==> src/rtl/sram_pkg.sv <==
package sram_pkg;
    typedef enum logic [1:0] {
        WR_IDLE    = 2'd0,
        WR_CAPTURE = 2'd1,
        WR_COMMIT  = 2'd2
    } wr_state_t;

    typedef enum logic {
        ACC_SETTLE = 1'b0,
        ACC_READY  = 1'b1
    } acc_state_t;
endpackage

==> src/rtl/sram_wr_ctl.sv <==
module sram_wr_ctl
    import sram_pkg::*;
#(
    parameter int ADDR_W = 13,
    parameter int DATA_W = 8
) (
    input  logic              clk,
    input  logic              rst_n,
    input  logic              wr_act,
    input  logic [ADDR_W-1:0] addr_s,
    input  logic [DATA_W-1:0] wdata_s,
    output logic              mem_we,
    output logic [ADDR_W-1:0] mem_addr,
    output logic [DATA_W-1:0] mem_data,
    output logic              viol
);
    wr_state_t         state, nxt;
    logic [ADDR_W-1:0] cap_addr;
    logic [DATA_W-1:0] cap_data;

    // state register
    always_ff @(posedge clk) begin
        if (!rst_n) state <= WR_IDLE;
        else        state <= nxt;
    end

    always_comb begin
        nxt = state;
        unique case (state)
            WR_IDLE:    nxt = wr_act ? WR_CAPTURE : WR_IDLE;
            WR_CAPTURE: nxt = wr_act ? WR_CAPTURE : WR_COMMIT;
            WR_COMMIT:  nxt = wr_act ? WR_CAPTURE : WR_IDLE;
            default:    nxt = WR_IDLE;
        endcase
    end

    // capture path and violation flag
    always_ff @(posedge clk) begin
        if (!rst_n) begin
            cap_addr <= '0;
            cap_data <= '0;
            viol     <= 1'b0;
        end else begin
            if (wr_act) begin
                cap_addr <= addr_s;
                cap_data <= wdata_s;
            end
            if (wr_act && state != WR_CAPTURE)
                viol <= 1'b0;
            else if (wr_act && state == WR_CAPTURE && addr_s != cap_addr)
                viol <= 1'b1;
        end
    end

    // outputs
    always_comb begin
        mem_we   = (state == WR_COMMIT);
        mem_addr = cap_addr;
        mem_data = cap_data;
    end


    commit_follows_capture_chk: assert property (@(posedge clk) disable iff (!rst_n)
        (state == WR_COMMIT) |-> ($past(state) == WR_CAPTURE));


    commit_after_release_chk: assert property (@(posedge clk) disable iff (!rst_n)
        mem_we |-> !$past(wr_act));


    viol_during_write_chk: assert property (@(posedge clk) disable iff (!rst_n)
        $rose(viol) |-> ($past(wr_act) && $past(state) == WR_CAPTURE));
endmodule

==> config.mk <==
export PLATFORM = sky130hd
export DESIGN_NAME = sram_wr_ctl
export DESIGN_NICKNAME = d
export VERILOG_FILES = /design/src/rtl/sram_pkg.sv /design/src/rtl/sram_wr_ctl.sv
export SDC_FILE = /design/constraint.sdc
export NUM_CORES = 1
export LEC_CHECK = 0
export BUFFER_PORTS_ARGS = -buffer_cell sky130_fd_sc_hd__buf_2
export CORE_UTILIZATION = 49
export CTS_CLUSTER_SIZE = 8
export DETAILED_ROUTE_END_ITERATION = 8
export PLACE_DENSITY = 0.82
export SLEW_MARGIN = 20
export SYNTH_ARGS = -nofsm -noshare
export SYNTH_HDL_FRONTEND = slang
export SYNTH_SLANG_ARGS = --single-unit
==> constraint.sdc <==
create_clock -name clk -period 1.65 [get_ports clk]
set_input_delay 0.2475 -clock clk [delete_from_list [all_inputs] [get_ports clk]]
set_output_delay 0.2475 -clock clk [all_outputs]
set_load 0.005 [all_outputs]
==> results.txt, run 1 <==
On the final layout, the worst hold slack is 191.1 ps. The endpoint identified for the worst register-to-register timing path is viol. The number of diodes added for antenna fixing is 0, and the post-detailed-route DRC marker count is 0. In the synthesized netlist the dominant register cell turns out to be dfxtp_1. The cell type of the slowest stage on the worst timing path is dfxtp_1. Headroom to the max-slew limit came out at 76.62%.

Clock tree synthesis inserted a total of 3 buffers. After clock tree synthesis, the clock-pin slew on the worst setup and hold paths is 120 ps. The highest fanout seen on the critical path came out at 4. The count of nets left with antenna violations once routing finished came out at 0. VDD sags by at most 0.0007132 V. The path with the worst hold slack has its endpoint at mem_data[7].

The fraction of registers with async set/reset was 0%; the worst-case reg-to-reg path depth was 4. On the worst path, the slowest cell contributes a delay of 440 ps. The die covers 2409 µm².

The count of flip-flops with a built-in enable after synthesis came out at 0. In the final routed layout, each cell accounts on average for 11.64 µm. The hold violation total from the final report is 0, and the distinct cell type count of the synthesized netlist is 17. For this run, the number of Yosys warnings is 0. Static timing analysis puts the maximum clock frequency at 772.2 MHz. The H-tree depth came out at 1. The number of nets in the synthesized netlist was 121; the synthesis-to-layout area growth was 24.08%. The total of flip-flops plus latches after synthesis works out to 24. In this run the most critical hold path is launched from wdata_s[7]. The average size of a mapped cell is 11.20 µm², and the first-pass iteration count of the detailed router is 2. The critical path goes through nor2b_1, buf_2. By startpoint and endpoint, the worst setup path is classified as flop to output pin. The initial utilization of the core area, before any placement, comes to 53.71%. The number of standard cells in the layout, taps in and fillers out is 170, and the sum of negative setup slack is 0 ps. The logs give 1486 µm for the HPWL after detailed placement and 2022 µm² for the standard cell core area.

The number of global-route vias before repair was 842. The clock passes through at most 2 buffers. The tools report the initial antenna violation count as 0. At the worst endpoint, the arrival time is 1050 ps. Hold-critical path depth: 3. TritonCTS built the clock tree. Setup violations remaining at the end of the flow were counted as 0.

From left edge to right edge, the die measures 49.08 µm. In this run the power density over the cells is 836.6 nW/µm². In this run the post-CTS setup repair buffer count came out at 0.

The floorplan has 16 rows. In this run the critical register-to-register path is launched from mem_addr[9]. The nature of the critical path endpoint is an output pin. At the end of the flow, the number of nets in the layout was 168.

Gates resized during post-CTS repair numbered 0. The run finished with clean final reports. The post-route netlist has 37.06% of its cells at a drive strength greater than 1. The congestion estimate from routability-driven global placement came to 0.6350. The first global-routing pass estimated 3367 µm of wire. Synthesis handed over a netlist of 97 instances. In this run the register-to-register setup slack is 630 ps. Across the whole layout, storage elements account for 480.5 µm².

In this run, the number of DRC markers left after iteration 0 of detailed routing was 3. The routed design has 1978 µm of wire. The final-layout fill cell count was 174. Hold repair after CTS inserted 0 buffers. The logs give 0.6080 ps for the clock skew after layout and 300 ps for the clock latency at the later pin of the worst-skew pair. STA puts the critical path data required time at 1400 ps. The via count is 818. The mapped netlist covers 1086 µm². For the pin with the worst max-slew slack, the measured transition is 350.7 ps. Pin placement for this block handled 47 I/O pins. The tool flagged a number of max-cap violations equal to 0. The placed cell count is 166. Sequential elements use 44.24% of the synthesized area. For this design the static power due to leakage is 0.0006477 µW.

After detailed routing, the number of vias per cell comes to 4.812. The run gives 26 as the maximum number of pins on one net before global-route repair. In the finished design, the share of the clock period the worst path needs comes to 78.48%. The count of buffers added on input and output ports is 46. Setup repair after global routing left no endpoint under its margin.

The root buffer cell chosen for the clock tree is clkbuf_4. The startpoint type of the worst setup path is a flop. The min-delay analysis places its worst path in the category primary input to flop.

The logs give 17.91% for the combined global-route utilization of all metal layers and 543.0 µm² for the area of combinational cells with multiple inputs. The total overflow left after global routing is 0. The time the worst path needs with I/O delays and setup was 1295 ps.

From bottom edge to top edge, the die measures 49.08 µm. The clock net in this run drives a total of 24 sinks. Number of slew-limit violations in the final report: 0.
==> registers in the layout (all words and copies together) (netlist names) <==
register  cells
mem_addr     13
viol          1
state         2
mem_data      8
==> cell families after synthesis <==
logic type,Yosys count,synth area share [%]
buffers and inverters,6,5.760
XOR/XNOR,13,10.48
AO/OA/AOI/OAI,4,2.420
flip-flops,24,44.24
multiplexers,21,19.35
AND/OR/NAND/NOR,29,17.74
==> where the power goes <==
| part | internal (µW) | total (µW) | switching (µW) | leakage [µW] |
|---|---|---|---|---|
| combinational | 109 | 192 | 82.9 | 0.000429 |
| sequential | 613 | 638 | 24.1 | 0.000198 |
| clock | 135 | 298 | 164 | 0.0000210 |
==> worst max-delay path by stage <==
| stage | from | endpoint | slack [ps] | depth (start not counted) |
|---|---|---|---|---|
| floorplan | mem_addr[4] | viol | 770 | 4 |
| finish | state[1] | mem_we | 360 | 2 |
| detailed placement | addr_s[9] | viol | 620 | 5 |
| global placement | addr_s[9] | viol | 670 | 5 |
| global route | state[1] | mem_we | 290 | 2 |
| CTS | state[1] | mem_we | 340 | 2 |
==> cells in the final DEF, fill, tap and decap left out, drive strengths merged <==
master | synthesis | routed
o21ai | 1 | 1
nor4b | 1 | 1
a21oi | 2 | 2
inv | 1 | 1
xor2 | 1 | 1
clkbuf | 2 | 4
nor2b | 22 | 22
nor3 | 1 | 1
mux2i | 21 | 21
buf | 3 | 47
nor2 | 1 | 1
nand2 | 1 | 1
xnor2 | 12 | 12
dfxtp | 24 | 24
nand4 | 3 | 3
o211ai | 1 | 1
==> area by class of cell <==
type,count,share of cell area [%]
Inverter,1,0.2786
Tap cell,27,2.507
Timing Repair Buffer,47,18.57
Clock buffer,4,2.693
Sequential cell,24,35.65
Multi-Input combinational cell,67,40.30
==> critical path: cells and delay by family, from the launching register on <==
kind / cells / cell delay (ps)
flip-flops: 1 / 440
AND/OR/NAND/NOR: 1 / 180
buffers and inverters: 1 / 130
==> stage by stage <==
step / power [µW] / worst slack, ps / util, % / instance area [µm²]
final: 1127 / 355.1 / 66.65 / 1348
after global routing: 1192 / 291.9 / 66.65 / 1348
after CTS: 1138 / 342.5 / 66.65 / 1348
after detailed placement: 844.3 / 623.9 / 64.85 / 1311
after global placement: 837.0 / 671.8 / 64.85 / 1311
after floorplan: 770.4 / 766.0 / - / 1086
==> synth_stat cells (2+ instances only) <==
cell type / number / area [µm²]
xnor2_1: 12 / 105.1
mux2i_1: 21 / 210.2
dfxtp_1: 24 / 480.5
buf_12: 2 / 40.04
clkbuf_1: 2 / 7.510
nand4_1: 3 / 18.77
nor2b_1: 22 / 137.6
a21oi_1: 2 / 10.01
==> layer usage <==
metal  global-route usage, %  part of all wire, %  wire [µm]  vias to the layer above
met5                       0                    0          0                        -
li1                        -                    -          -                      414
met2                   34.47                   51       1018                       19
met4                   7.353                 0.71         14                        0
met3                   3.115                  3.7         74                        2
met1                   18.69                   44        870                      383
Note: power is estimated with default switching activity, not from simulation.
==> run 2, diff against run 1 <==
- CORE_UTILIZATION: 49 -> 46
- PLACE_DENSITY: 0.82 -> 0.78
- clock period: 1.65 -> 1.25 ns (I/O delays scaled with it)
==> run 2 against run 1 <==
  * Clock skew grew 2.0 ps
  * First-iteration DRC count fell by 33%
  * Cell area down 0.93%
  * Highest routed layer unchanged
==> results.txt, run 2 (synthesized netlist as in run 1, its figures left out) <==
The run finished with clean final reports. The worst-case reg-to-reg path depth was 4 (unchanged); the number of clock sinks was 24 (unchanged). For the number of hold buffers added after CTS, the log shows 0 (unchanged). The standard cell core area was 2212 µm² (+9.4%); the count of port buffers added during placement was 46 (unchanged).

The chip width is 50.59 µm (+3.1%), and the initial core utilization is 49.10% (-4.6 points). The HPWL after detailed placement is 1398 µm (-6.0%). Type of the setup path with the least slack: flop to output pin. The tools report the number of buffers added by the clock tree synthesis step as 3 (unchanged). For the initial antenna violation count, the log shows 0 (unchanged). Most common cell after layout, fill and taps aside: buf_2.

The run gives 0 (unchanged) as the final-report setup violation count. In this run the worst setup path begins at state[1]. The total power per unit cell area came out at 1059 nW/µm² (+27%). For the worst path required time, the log shows 1060 ps (-340 ps). The number of placed I/O pins was 47 (unchanged); the residual antenna-violating net count after detailed routing was 0 (unchanged). The post-detailed-route DRC marker count is 0 (unchanged). H-tree depth: 1 (unchanged).

The worst hold path begins at wdata_s[5]. Clock latency at the later pin of the worst-skew pair: 300 ps (about the same). For the area of combinational cells with multiple inputs, the log shows 543.0 µm² (unchanged).

The class of the most critical hold timing path was primary input to flop. The logs give 168 (unchanged) for the net total in the final layout and 0 (unchanged) for the number of max-cap violations. For the maximum clock path buffer count, the log shows 2 (unchanged).

The share of final-layout standard cells stronger than drive strength 1 is 36.62% (-0.44 points), and the top achievable clock speed is 850.2 MHz. Sum of negative setup slack: 0 ps (unchanged). The tools report the first-pass iteration count of the detailed router as 2 (unchanged). The total detailed-routing wirelength was 1886 µm (-4.7%); the transition time of the tightest slew-check pin was 343.8 ps (-6.882 ps). The tools report the maximum number of pins on one net before global-route repair as 26 (unchanged). Height of the die: 50.59 µm (+3.1%). The arrival time at the worst endpoint was 990 ps (-60 ps). Final-layout fill cell count: 211 (+21%). For the post-CTS setup buffer count, the log shows 0 (unchanged). The synthesis-to-layout area growth came out at 22.93%.

The tools report the site row count as 17 (+1). The number of diodes added for antenna fixing came out at 0 (unchanged). The highest fanout seen on the critical path came out at 4 (unchanged). The per-cell routed wire length works out to 11.09 µm (-4.7%). The number of flip-flops under the largest register name was 13 (unchanged). The via count was 803 (-1.8%); the worst reg-to-reg setup slack was 280 ps (-350 ps).

The number of buffer and inverter instances along the worst setup path came out at 1 (unchanged). The clock skew after layout is 2.635 ps (+2.027 ps). The tree is rooted in a clkbuf_4.

The hold-critical path depth came out at 3 (unchanged). Setup repair after global routing left no endpoint under its margin. The tools report the floorplan die area as 2559 µm² (+6.2%). The cell type of the slowest stage on the worst timing path was dfxtp_1. The combined global-route utilization of all metal layers was 16.14% (-1.8 points). For hold timing, the worst endpoint is mem_data[5].

The routability-driven placement congestion ratio came out at 0.6857 (+8.0%). Number of slew-limit violations in the final report: 0 (unchanged). Startpoint type of the worst setup path: a flop. The sequential cell area in the final layout is 480.5 µm² (unchanged), and the number of gates given a new drive strength after cts is 0 (unchanged). For the maximum VDD drop, the log shows 0.0007528 V (+5.5%). The dominant delay contributor by cell family on the critical path is flip-flops. The clock-pin slew on the worst setup and hold paths came out at 120 ps (about the same). The leakage power summed over all cells is 0.0006405 µW (-1.1%), and the hold violation total from the final report is 0 (unchanged). In this run the critical register-to-register path is captured at viol.

The tools report the iteration-0 DRC count of the detailed router as 2 (-1). Time the worst path needs with I/O delays and setup: 1176 ps. The library cells used most frequently in the layout, excluding fill and tap cells, are 46 x buf_2, 24 x dfxtp_1, 22 x nor2b_1, 21 x mux2i_1, 12 x xnor2_1.

For the final standard cell utilization of the core, the log shows 60.35% (-6.3 points). The worst slew margin relative to its limit is 77.08% (+0.46 points). STA classifies the critical path endpoint as an output pin.

TritonCTS built the clock tree. The ratio of routed vias to standard cells works out to 4.724 (-1.8%). The signal on the critical path passes through nor2b_1, buf_2. The startpoint identified for the worst register-to-register timing path is mem_addr[10]. The final clock period utilization by the worst path is 94.10%, and the overall overflow remaining after global route is 0 (unchanged). The first-pass GRT wire length is 3063 µm (-9.0%), and the number of global-route vias before repair is 701 (-17%). The largest incremental delay on the critical path is 440 ps (about the same).
## run 2: cell types whose count changed in the layout (fill, tap and decap cells not counted), sizes merged
cell and delta:
clkbuf -1
## run 2: per-stage QoR
stage	setup slack [ps]	area, µm²	total power (µW)	std cells	hold slack [ps]
after floorplan	366.0	1086	1017	97	315.7
after global placement	297.7	1313	1103	167	436.0
after detailed placement	296.0	1313	1112	167	445.3
after CTS	56.95	1335	1436	170	140.5
after global routing	17.78	1335	1503	170	143.1
final	73.75	1335	1414	170	146.7
## run 2: area by class of cell
cell class / count / share of cell area [%]
multi-input cells: 67 / 40.67
inverters: 1 / 0.2812
clock buffers: 3 / 1.687
repair buffers: 47 / 18.74
flip-flops and latches: 24 / 35.99
well taps: 28 / 2.624
## run 2: worst max-delay path by stage
| stage | endpoint | slack, ps | cells after the start |
|---|---|---|---|
| floorplan | viol | 370 | 4 |
| global placement | viol | 300 | 4 |
| detailed placement | viol | 300 | 4 |
| CTS | mem_we | 60 | 2 |
| global route | mem_we | 20 | 2 |
| finish | mem_we | 70 | 2 |
## run 2: metal layers
layer  share of wire [%]  global-route usage (%)
met3                 4.0                   3.939
met5                   0                       0
met1                  46                   18.66
met2                  49                   28.00
met4                0.90                   6.944
## run 2: power breakdown
group	switching, µW	internal (µW)
combinational	107	144
sequential	31.1	810
clock	211	112
total	348	1070
## run 2: worst min-delay path, stage by stage
cell and delay (ps):
buf_2 70, mux2i_1 60, nor2b_1 100
==> run 3, diff against run 2 <==
- BUFFER_PORTS_ARGS: -buffer_cell sky130_fd_sc_hd__buf_2 -> unset
- CORE_UTILIZATION: 46 -> 60
- DONT_BUFFER_PORTS: unset -> 1
- PLACE_DENSITY: 0.78 -> 0.76
- clock period: 1.25 -> 1.3 ns (I/O delays scaled with it)
==> run 3 against run 2 <==
  * Total power rose by 4.8%
  * Register-to-register slack better by 20 ps
  * Cell area fell by 15%
  * Die area decreased by 22%
  * Sequential share of layout area grew 6.1 points
  * Clock power increased by 63%
  * Critical endpoint unchanged
  * Highest routed layer unchanged
==> results.txt, run 3 (synthesized netlist as in run 1, its figures left out) <==
The ratio of routed vias to standard cells is 5.169 (+9.4%), and the total power per unit cell area is 1299 nW/µm² (+23%). The logs give 0 (unchanged) for the residual antenna-violating net count after detailed routing and 0.0007275 V (-3.4%) for the maximum VDD drop. Dominant delay contributor by cell family on the critical path: flip-flops.

The largest incremental delay on the critical path is 440 ps (about the same), and the number of slew-limit violations in the final report is 0 (unchanged). The library cells used most frequently in the layout, excluding fill and tap cells, are 24 x dfxtp_1, 22 x nor2b_1, 21 x mux2i_1, 12 x xnor2_1. Number of clock sinks: 24 (unchanged).

The post-CTS setup buffer count was 0 (unchanged). The share of final-layout standard cells stronger than drive strength 1 is 6.061% (-31 points), and the routability-driven placement congestion ratio is 0.7237 (+5.5%). The run gives 1714 µm (-9.1%) as the total detailed-routing wirelength. The run gives 25 (-3.8%) as the maximum number of pins on one net before global-route repair.

The tools report the sum of negative setup slack as 0 ps (unchanged). The worst-case reg-to-reg path depth was 4 (unchanged). The startpoint identified for the worst register-to-register timing path is mem_addr[9]. The design area is 1141 µm² (-15%). The run gives 0.0004508 µW (-30%) as the leakage power summed over all cells.

The clock-pin slew on the worst setup and hold paths is 130 ps (about the same). The tools report the maximum clock path buffer count as 2 (unchanged). Path length in cells of the critical path: 1 (-1).

In this run the critical register-to-register path is captured at viol. The tools report the first-pass GRT wire length as 2421 µm (-21%). The min-delay analysis places its worst path in the category primary input to flop.

The net total in the final layout was 124 (-26%); the number of buffer and inverter instances along the worst setup path was 0 (-1). The startpoint type of the worst setup path was a flop. Subtracting the final worst setup slack from the clock period gives 1132 ps.

The tools report the number of placed I/O pins as 47 (unchanged). The tools report the worst slew margin relative to its limit as 68.52% (-8.6 points). The critical path starts at state[1].

The tools report the via count as 641 (-20%). The run gives 304.2 ps (+8.189 ps) as the setup slack at placement. The worst reg-to-reg setup slack was 300 ps (+20 ps); the top achievable clock speed was 883.4 MHz.

For the site row count, the log shows 15 (-2). The largest individual stage delay along the critical path comes from the cell dfxtp_1. The type of the setup path with the least slack is flop to output pin. The startpoint identified for the worst hold timing path is rst_n. The run gives 1708 µm² (-23%) as the standard cell core area. The iteration-0 DRC count of the detailed router is 6 (+4). Combined global-route utilization of all metal layers: 16.96% (+0.83 points). TritonCTS built the clock tree.

For the number of max-cap violations, the log shows 0 (unchanged). Number of diodes added for antenna fixing: 0 (unchanged). The tree is rooted in a clkbuf_4.

The run gives 0 (unchanged) as the initial antenna violation count. The height of the die is 44.55 µm (-12%), and the overall overflow remaining after global route is 0 (unchanged). The most common cell after layout, fill and taps aside is dfxtp_1.

The run finished with clean final reports. Setup repair after global routing left no endpoint under its margin. The run gives 3 (unchanged) as the number of buffers added by the clock tree synthesis step.

The clock latency at the later pin of the worst-skew pair is 300 ps (about the same). The chip width is 44.55 µm (-12%). The run gives 2 (unchanged) as the first-pass iteration count of the detailed router. The number of global-route vias before repair is 579 (-17%), and the post-route total power is 1483 µW (+4.8%). The tools report the total placed instance area as 1059 µm² (-19%). Floorplan die area: 1984 µm² (-22%). Following the worst setup path forward leads to its endpoint at mem_we. The synthesis-to-layout area growth was 5.069%; the per-cell routed wire length was 13.82 µm (+25%). The tools report the number of gates given a new drive strength after cts as 0 (unchanged).

The hold violation total from the final report came out at 0 (unchanged). The H-tree depth came out at 1 (unchanged). The highest fanout seen on the critical path is 4 (unchanged).

The post-detailed-route DRC marker count is 0 (unchanged), and the count of port buffers added during placement is 0 (-100%). The worst setup path is captured at an output pin. The initial core utilization is 63.59% (+14 points). Traced cell by cell, the critical path runs through nor2b_1. The run gives 168.0 ps (+94.23 ps) as the slack of the critical path. The transition time of the tightest slew-check pin was 470.7 ps (+126.8 ps); the final clock period utilization by the worst path was 87.08%.

Final-report setup violation count: 0 (unchanged). The clock skew after layout came out at 2.280 ps (-0.3547 ps). The run gives 940 ps (-50 ps) as the arrival time at the worst endpoint. The worst path required time is 1110 ps (+50 ps). The number of flip-flops under the largest register name is 13 (unchanged).
[run 3: cell count changes in the layout (fill, tap and decap cells not counted), sizes merged]
| cell | change |
|---|---|
| buf | -47 |
| dlygate4sd3 | +3 |
| bufinv | +1 |
[run 3: metal layers]
layer	up-vias	part of all wire [%]	GRT usage [%]
li1	324	-	-
met4	0	0.70	9.091
met2	22	47	27.94
met1	293	46	20.30
met3	2	6.6	4.082
met5	-	0	0
[run 3: through the flow]
step / std cells / utilization, % / hold WS (ps)
4_1_cts: 123 / 66.23 / 0.4146
3_5_place_dp: 117 / 61.98 / 271.6
5_1_grt: 124 / 66.81 / 2.907
2_1_floorplan: 97 / - / 323.2
6_report: 124 / 66.81 / 13.41
3_3_place_gp: 117 / 61.98 / 271.4
[run 3: repair_timing]
action | CTS | global route
hold endpoints to repair | 16 | 2
hold buffers | 2 | 1
endpoints found under the setup margin | 0 | 0
[run 3: layout make-up]
cell class | instances | area, µm²
clock inverters | 1 | 30.03
multi-input cells | 67 | 543.0
inverters | 1 | 3.754
clock buffers | 3 | 22.52
repair buffers | 3 | 30.03
well taps | 25 | 31.28
flip-flops and latches | 24 | 480.5
fillers | 146 | 566.8
[run 3: how the worst min path moves through the flow]
stage / endpoint / depth (start not counted)
after detailed placement: state[1] / 1
after global placement: state[1] / 1
after floorplan: mem_addr[0] / 1
final: mem_data[4] / 1
after global routing: mem_data[1] / 1
after CTS: mem_addr[5] / 1
[run 3: report_power, final]
part | internal, µW | switching, µW | leakage (µW) | total (µW)
Clock | 311 | 214 | 0.0000279 | 526
Combinational | 90.7 | 47.0 | 0.000225 | 138
Sequential | 779 | 40.4 | 0.000198 | 819
